<file path="src/rtl/sysctl_pkg.sv">
package sysctl_pkg;

    localparam int XLEN    = 32;
    localparam int NREGS   = 9;
    localparam int PEND_W  = 8;

    // status / cause bit positions
    localparam int ST_IE   = 0;
    localparam int ST_EXL  = 1;
    localparam int ST_ERL  = 2;
    localparam int FLD_LO  = 8;   // mask and pending fields share 15:8
    localparam int CA_BD   = 31;
    localparam int CODE_LO = 2;
    localparam int CODE_W  = 5;

    typedef enum logic [3:0] {
        RI_ULOCAL  = 4'd0,
        RI_BADVA   = 4'd1,
        RI_COUNT   = 4'd2,
        RI_COMPARE = 4'd3,
        RI_STATUS  = 4'd4,
        RI_CAUSE   = 4'd5,
        RI_EPC     = 4'd6,
        RI_EBASE   = 4'd7,
        RI_CONFIG  = 4'd8,
        RI_NONE    = 4'd15
    } reg_idx_e;

    function automatic reg_idx_e addr_decode(input logic [4:0] num, input logic [2:0] sel);
        case ({num, sel})
            {5'd4,  3'd2}: return RI_ULOCAL;
            {5'd8,  3'd0}: return RI_BADVA;
            {5'd9,  3'd0}: return RI_COUNT;
            {5'd11, 3'd0}: return RI_COMPARE;
            {5'd12, 3'd0}: return RI_STATUS;
            {5'd13, 3'd0}: return RI_CAUSE;
            {5'd14, 3'd0}: return RI_EPC;
            {5'd15, 3'd1}: return RI_EBASE;
            {5'd16, 3'd0}: return RI_CONFIG;
            default:       return RI_NONE;
        endcase
    endfunction

    function automatic logic [XLEN-1:0] sw_mask(input reg_idx_e idx);
        case (idx)
            RI_ULOCAL, RI_EPC: return 32'hFFFF_FFFF;
            RI_EBASE:          return 32'hFFFF_FFFC;
            RI_STATUS:         return 32'h0000_FF01;
            default:           return 32'h0000_0000;
        endcase
    endfunction

    function automatic logic [XLEN-1:0] rst_value(input reg_idx_e idx, input logic [XLEN-1:0] base_rst);
        return (idx == RI_EBASE) ? base_rst : '0;
    endfunction

endpackage

</file>
<file path="src/rtl/sysctl_cell.sv">
module sysctl_cell #(
    parameter int              W       = 32,
    parameter logic [W-1:0]    SW_MASK = '0,
    parameter logic [W-1:0]    RST_VAL = '0
) (
    input  logic         clk,
    input  logic         rst_n,
    input  logic         sw_we,
    input  logic [W-1:0] sw_data,
    input  logic [W-1:0] hw_mask,
    input  logic [W-1:0] hw_data,
    output logic [W-1:0] q
);

    logic [W-1:0] after_sw;
    logic [W-1:0] nxt;

    always_comb begin
        after_sw = q;
        if (sw_we)
            after_sw = (q & ~SW_MASK) | (sw_data & SW_MASK);
        // hardware updates take precedence on the bits they cover
        nxt = (after_sw & ~hw_mask) | (hw_data & hw_mask);
    end

    always_ff @(posedge clk) begin
        if (!rst_n)
            q <= RST_VAL;
        else
            q <= nxt;
    end

endmodule

</file>
<file path="src/rtl/sysctl_irq.sv">
module sysctl_irq #(
    parameter int PW = 8
) (
    input  logic [PW-1:0] pend,
    input  logic [PW-1:0] mask,
    input  logic          ie,
    input  logic          exl,
    input  logic          erl,
    output logic          req
);

    logic any_unmasked;

    always_comb begin
        any_unmasked = |(pend & mask);
        req          = any_unmasked && ie && !exl && !erl;
    end

endmodule

</file>
<file path="src/rtl/sysctl_regs.sv">
module sysctl_regs
    import sysctl_pkg::*;
#(
    parameter logic [31:0] EBASE_RST = 32'h8000_0000,
    parameter logic [31:0] VEC_OFF   = 32'h0000_0180,
    parameter int          EXT_IRQS  = 4
) (
    input  logic                clk,
    input  logic                rst_n,
    input  logic [4:0]          reg_num,
    input  logic [2:0]          reg_sel,
    input  logic                wr_en,
    input  logic [31:0]         wr_data,
    output logic [31:0]         rd_data,
    input  logic                tx_irq,
    input  logic                rx_irq,
    input  logic [EXT_IRQS-1:0] ext_irq,
    input  logic                exl_wr,
    input  logic                exl_val,
    input  logic                erl_wr,
    input  logic                erl_val,
    input  logic                exc_take,
    input  logic [4:0]          exc_code,
    input  logic [31:0]         exc_pc,
    input  logic                exc_in_ds,
    output logic                core_irq,
    output logic [31:0]         vec_addr
);

    localparam int PW = EXT_IRQS + 4;

    reg_idx_e          hit_idx;
    logic [XLEN-1:0]   regq    [NREGS];
    logic [XLEN-1:0]   hw_mask [NREGS];
    logic [XLEN-1:0]   hw_data [NREGS];
    logic [NREGS-1:0]  we_vec;
    logic [PW-1:0]     pend;
    logic [XLEN-1:0]   status_w;
    logic [XLEN-1:0]   ebase_w;
    logic [XLEN-1:0]   ret_pc;

    assign hit_idx  = addr_decode(reg_num, reg_sel);
    assign pend     = {ext_irq, rx_irq, tx_irq, 2'b00};
    assign status_w = regq[int'(RI_STATUS)];
    assign ebase_w  = regq[int'(RI_EBASE)];
    assign ret_pc   = exc_in_ds ? (exc_pc - 32'd4) : exc_pc;

    // hardware-side updates: capture, level controls
    always_comb begin
        for (int i = 0; i < NREGS; i++) begin
            hw_mask[i] = '0;
            hw_data[i] = '0;
        end
        if (exc_take || exl_wr) begin
            hw_mask[int'(RI_STATUS)][ST_EXL] = 1'b1;
            hw_data[int'(RI_STATUS)][ST_EXL] = exc_take | exl_val;
        end
        if (erl_wr) begin
            hw_mask[int'(RI_STATUS)][ST_ERL] = 1'b1;
            hw_data[int'(RI_STATUS)][ST_ERL] = erl_val;
        end
        if (exc_take) begin
            hw_mask[int'(RI_EPC)] = '1;
            hw_data[int'(RI_EPC)] = ret_pc;
            hw_mask[int'(RI_CAUSE)][CA_BD] = 1'b1;
            hw_data[int'(RI_CAUSE)][CA_BD] = exc_in_ds;
            hw_mask[int'(RI_CAUSE)][CODE_LO +: CODE_W] = '1;
            hw_data[int'(RI_CAUSE)][CODE_LO +: CODE_W] = exc_code;
        end
    end

    for (genvar g = 0; g < NREGS; g++) begin : g_reg
        localparam logic [XLEN-1:0] M = sw_mask(reg_idx_e'(g));
        localparam logic [XLEN-1:0] R = rst_value(reg_idx_e'(g), EBASE_RST);

        assign we_vec[g] = wr_en && (hit_idx == reg_idx_e'(g));

        sysctl_cell #(
            .W       (XLEN),
            .SW_MASK (M),
            .RST_VAL (R)
        ) u_cell (
            .clk     (clk),
            .rst_n   (rst_n),
            .sw_we   (we_vec[g]),
            .sw_data (wr_data),
            .hw_mask (hw_mask[g]),
            .hw_data (hw_data[g]),
            .q       (regq[g])
        );
    end

    // read mux; cause shows live pending lines in 15:8
    always_comb begin
        rd_data = '0;
        for (int i = 0; i < NREGS; i++) begin
            if (hit_idx == reg_idx_e'(i))
                rd_data = regq[i];
        end
        if (hit_idx == RI_CAUSE)
            rd_data[FLD_LO +: PW] = rd_data[FLD_LO +: PW] | pend;
    end

    sysctl_irq #(.PW(PW)) u_irq (
        .pend (pend),
        .mask (status_w[FLD_LO +: PW]),
        .ie   (status_w[ST_IE]),
        .exl  (status_w[ST_EXL]),
        .erl  (status_w[ST_ERL]),
        .req  (core_irq)
    );

    assign vec_addr = ebase_w + VEC_OFF;

endmodule

</file>
<file path="config.mk">
export PLATFORM = sky130hd
export DESIGN_NAME = sysctl_regs
export DESIGN_NICKNAME = d
export VERILOG_FILES = /design/src/rtl/sysctl_pkg.sv /design/src/rtl/sysctl_cell.sv /design/src/rtl/sysctl_irq.sv /design/src/rtl/sysctl_regs.sv
export SDC_FILE = /design/constraint.sdc
export NUM_CORES = 1
export LEC_CHECK = 0
export BUFFER_PORTS_ARGS = -buffer_cell sky130_fd_sc_hd__buf_2
export CORE_MARGIN = 2
export CORE_UTILIZATION = 50
export CTS_CLUSTER_SIZE = 25
export DETAILED_ROUTE_END_ITERATION = 8
export GPL_TIMING_DRIVEN = 0
export PLACE_DENSITY_LB_ADDON = 0.05
export SYNTH_ARGS = -nofsm -noshare
export SYNTH_HDL_FRONTEND = slang
export SYNTH_SLANG_ARGS = --single-unit
</file>
<file path="constraint.sdc">
create_clock -name clk -period 2.4 [get_ports clk]
set_clock_uncertainty 0.1 [all_clocks]
set_input_delay 0 -clock clk [delete_from_list [all_inputs] [get_ports clk]]
set_output_delay 0 -clock clk [all_outputs]
set_load 0.05 [all_outputs]
</file>
## Word-level counts from Yosys, hierarchy flattened

Cells that the tools add are included.

| word-level totals | value |
|---|---|
| register bits | 160 |
| input port bits | 92 |
| output and inout bits | 65 |

| operators by class | value |
|---|---|
| $add $sub $neg | 2 |
| eq/ne operators | 17 |
| muxes and demuxes | 24 |
| bitwise gates (word level) | 17 |
| reductions and logical operators | 12 |

Operators by type and width:

| kind | count |
|---|---|
| $mux 32 | 14 |
| $and 32x32->32 | 5 |
| $or 32x32->32 | 3 |
| $not 32->32 | 2 |
| $eq 8x7->1 const B | 7 |
| $pmux 4 s9 | 1 |
| $add 32x9->32 const B | 1 |
| $not 3->32 | 1 |
| $or 2x32->32 | 1 |
| $or 32x16->32 | 1 |
| $sub 32x3->32 const B | 1 |
| $eq 4x3->1 const B | 4 |
| $mux 5 | 2 |
| $and 8x8->8 | 1 |
| $eq 4x2->1 const B | 2 |
| $eq 8x6->1 const B | 1 |
| $eq 8x8->1 const B | 1 |
| $mux 8 | 1 |
| $or 8x8->8 | 1 |
| $reduce_or 8->1 | 1 |
| $logic_and 1x1->1 | 7 |
| $mux 1 | 6 |
| $eq 4x1->1 const B | 1 |
| $eq 4x4->1 const B | 1 |
| 5 further kinds | 6 |

## Logic depth before layout (Yosys ltp)

| logic depth | value |
|---|---|
| word-level depth | 14 |
| gate-level depth with buffers | 9 |
| gate-level depth less buffers | 7 |

## Cells and area by module

A second synthesis with hierarchy kept.

| unflattened totals | value |
|---|---|
| cells, all modules | 1574 |
| area, all modules | 16345.7 µm² |

Modules (own cells, without submodules):

| module | times used | cells each | area an instance (µm²) | sequential area each (µm²) |
|---|---|---|---|---|
| sysctl_cell at g_reg[1].u_cell ... | 5 | 99 | 1213.7 | 640.6 |
| sysctl_regs | 1 | 560 | 3818.7 | 0.0 |
| sysctl_cell at g_reg[0].u_cell ... | 2 | 135 | 1716.6 | 640.6 |
| sysctl_cell at g_reg[7].u_cell | 1 | 133 | 1654.1 | 640.6 |
| sysctl_cell at g_reg[4].u_cell | 1 | 109 | 1320.0 | 640.6 |
| sysctl_irq | 1 | 7 | 51.3 | 0.0 |

## Least setup slack after synthesis

No wires, ideal clock.

| timing path | value |
|---|---|
| kind | reg2out |
| from | register g_reg[7].u_cell.q[7] |
| to | output port vec_addr[31] |
| arrival | 2.431 ns |
| required time | 2.300 ns |
| slack | -0.131 ns |
| cell stages (with the launch flop) | 6 |
| path through | dfxtp_1 inv_1 ha_1 nor3_1 nand4_1 xnor2_1 |

| between the ends | value |
|---|---|
| cells in the longest elaborated chain, start to end | 1 |

Ends and longest elaborated chain:

| element | line | text |
|---|---|---|
| from (decl) | sysctl_cell.sv:12 | `output logic [W-1:0] q` |
| from (signal assigned) | sysctl_cell.sv:30 | `q <= nxt;` |
| $add 32x9->32 | sysctl_regs.sv:113 | `assign vec_addr = ebase_w + VEC_OFF;` |
| to (decl) | sysctl_regs.sv:27 | `output logic [31:0] vec_addr` |

No other way between the ends.

## Worst setup path after layout

| timing path | value |
|---|---|
| from | input port reg_sel[2] |
| to | output port rd_data[12] |

| between the ends | value |
|---|---|
| cells in the longest elaborated chain, start to end | 14 |

Ends and longest elaborated chain:

| element | line | text |
|---|---|---|
| from (decl) | sysctl_regs.sv:11 | `input logic [2:0] reg_sel,` |
| $eq 8x8->1, or another cell as far along | sysctl_pkg.sv:30 | `case ({num, sel})` |
| $pmux 4 s9 * | sysctl_pkg.sv:30 |  |
| $logic_not 4->1 | sysctl_regs.sv:97 | `if (hit_idx == reg_idx_e'(i))` |
| $mux 32 (9 in a row) | sysctl_regs.sv:97 |  |
| $or 8x8->8 | sysctl_regs.sv:101 | `rd_data[FLD_LO +: PW] = rd_data[FLD_LO +: PW] \| pend;` |
| $mux 8 * | sysctl_regs.sv:100 | `if (hit_idx == RI_CAUSE)` |
| to (decl) | sysctl_regs.sv:14 | `output logic [31:0] rd_data,` |

Mark *: on every way between the ends. The rest lies on a longest branch, timed or not.

==> summary.txt <==
startpoint types: input pin
residual DRC count: 0
synthesized cell area: 0.006061 mm2
worst hold endpoint: g_reg[6].u_cell.q[11]$_SDFFE_PN0P_
Peak VDD IR: 0.0004012 V
Reg2Reg Depth: 3
Hold Path Cell Cnt: 4
Fmax: 0.4291 GHz
initial core utilization: 50.88%
CTS Buffer Depth: 2
synth warn: 0
FF-to-FF Start: g_reg[4].u_cell.q[1]$_SDFFE_PN0N_
initial antenna violation count: 0
Hold Path Class: in -> reg
Final Slew Violations: 0
Antenna Nets Post-Route: 0
Nets: 1,146
vias per cell: 5.832
Synth Flop Type: dfxtp_1
Power Dens Cells: 472.8 mW/mm2
IO Pins: 157
PortBufs: 153
ys async rst share: 0%
Slew HR: 53.45%
Crit Path Max Fanout: 10
Post-Place Setup Slack: -0.5794 ns
Die X: 114.1 um
GRT overflow: 0
Final min period: 2.331 ns
Core Rows: 40
Reg clk slew, reported paths: 0.07 ns
max reg flops: 111
RePlAce Congestion: 0.8836
fin crit share: 97.11%
Distinct cells, synth: 59
Post-synth EDFFs: 0
CTS tree: built
die area: 0.01302 mm2
Leakage: 3.388 nW
Hold Violations, Final: 0
routed len/inst: 18.56 um
share of cells above drive strength 1: 20.72%
routed wire length: 22,360 um
Clk Latency, worst-skew pair: 0.36 ns
clk root buf: clkbuf_16
number of global-route vias before repair: 6,512
router iterations before antenna repair: 7
Die Y: 114.1 um
FF+latch count, synth: 111
mean post-synth cell area: 7.492 um2
crit path DAT: 2.23 ns
status: completed
Biggest register: g.u_cell.q
via count: 7,027
worst slew pin tran: 0.6983 ns
min setup slack post-route: 0.06942 ns
Area Overhead vs Synth: 35.09%
post-DP HPWL: 16,280 um
Hold Path Origin: exc_pc[11]
core footprint: 0.01191 mm2
Finish-stage setup viols: 0
H-Tree Depth: 3
Required @ worst endpoint: 2.30 ns
biggest regs: g.u_cell.q x111
RR Endpoint: g_reg[4].u_cell.q[1]$_SDFFE_PN0N_
Clock Sinks: 111
total CTS buffers: 9
worst hold margin: 0.02186 ns
CP startpoint: reg_sel[2]
crit path kind: in -> out
1st-iter DRT viols: 714
Seq/Total Area, Yosys: 36.66%
first-pass GRT wire length: 34,360 um
number of max-cap violations: 0
total power: 0.003871 W
Synth Instances: 809
Crit. End Element: primary output
worst reg2reg setup slack: 1.09 ns
GRT Util Overall: 33.91%
largest net degree at the start of global routing: 19
==> critical path, stage by stage <==
cell	delay [ns]
buf_2	0.13
or3b_2	0.48
clkbuf_1	0.20
nor3_4	0.45
clkbuf_2	0.37
a22oi_1	0.18
o211ai_1	0.13
buf_2	0.29
==> worst max path at each step <==
stage | slack [ns] | cells after the start | end
4_1_cts | -0.003 | 6 | vec_addr[28]
3_5_place_dp | -0.58 | 8 | rd_data[12]
6_report | 0.07 | 8 | rd_data[12]
3_3_place_gp | -0.58 | 8 | rd_data[12]
2_1_floorplan | 0.08 | 4 | vec_addr[21]
5_1_grt | -0.02 | 8 | rd_data[12]
==> cells by family after synthesis <==
group	synth area share, %
AOI/OAI and AO/OA	19.76
xor gates and xnor gates	7.081
adders and majority gates	0.4128
buffers and inverters	5.533
DFF	36.66
muxes	3.406
other	0.06187
and+or+nand+nor	27.09
==> final cells by class <==
cell class / count / area (um2)
tap: 147 / 183.9
timing repair buffer: 231 / 1551
inverter: 19 / 71.32
multi-input combinational: 619 / 3608
clock buffer: 9 / 225.2
sequential: 111 / 2226
antenna: 1 / 2.502
fill: 1038 / 3724
clock inverter: 7 / 46.29
buffer: 61 / 272.8
==> stage by stage <==
stage	TNS, ns	cell area (um2)	utilization, %	cells
6_report	0	8188	68.74	1205
5_1_grt	-0.01982	8185	68.72	1204
4_1_cts	-0.004563	8103	68.03	1200
3_5_place_dp	-17.35	7052	59.20	1110
3_3_place_gp	-16.12	7052	59.20	1110
2_1_floorplan	0	6102	-	810
==> cells in the final DEF (no fill, tap or decap), drive strengths merged, types with 22 or more instances in the layout <==
cell and instances:
a21oi 83, a22oi 30, buf 169, clkbuf 58, dfxtp 111, dlygate4sd3 74, inv 22, nand2 210
nand3 23, nor2 36, xnor2 37
==> power breakdown <==
part / switching, W / total (W) / internal (W)
sequential: 0.0000401 / 0.00193 / 0.00189
clock: 0.000719 / 0.00143 / 0.000710
combinational: 0.000281 / 0.000514 / 0.000233
==> synth_stat cells (4+ instances only) <==
library cell | n | area, um2
o22ai_1 | 9 | 56.30
xor2_1 | 12 | 105.1
a211oi_1 | 6 | 45.04
a222oi_1 | 10 | 100.1
dfxtp_1 | 111 | 2222
nor3_1 | 20 | 100.1
a21oi_1 | 83 | 415.4
o21ai_0 | 18 | 90.09
mux2_2 | 5 | 56.30
clkbuf_1 | 49 | 183.9
nand2_1 | 210 | 788.3
a22oi_1 | 30 | 225.2
nand4_1 | 13 | 81.33
o311ai_0 | 7 | 61.31
nand3_1 | 23 | 115.1
buf_4 | 7 | 52.55
mux2i_1 | 15 | 150.1
a31oi_1 | 8 | 50.05
or3_1 | 11 | 68.82
inv_1 | 19 | 71.32
nor2_1 | 36 | 135.1
a221oi_1 | 6 | 52.55
nand3b_1 | 4 | 30.03
and3_1 | 6 | 37.54
xnor2_1 | 37 | 324.1
nor4_1 | 6 | 37.54
==> layer usage <==
metal | wire length (um) | track usage [%] | up-vias
met4 | 459 | 9.675 | 0
met2 | 10360 | 54.80 | 356
li1 | - | - | 3338
met1 | 9635 | 46.86 | 3291
met5 | 0 | 0 | -
met3 | 1902 | 5.823 | 42
==> repair_timing <==
action,in CTS,in global routing
hold endpoints to repair,111,0
cloned,0,0
resized for setup,10,16
pin swaps,0,3
setup endpoints to repair,39,50
buffers inserted,0,4
hold buffers,74,0
Power figures use the tool's default switching activity.
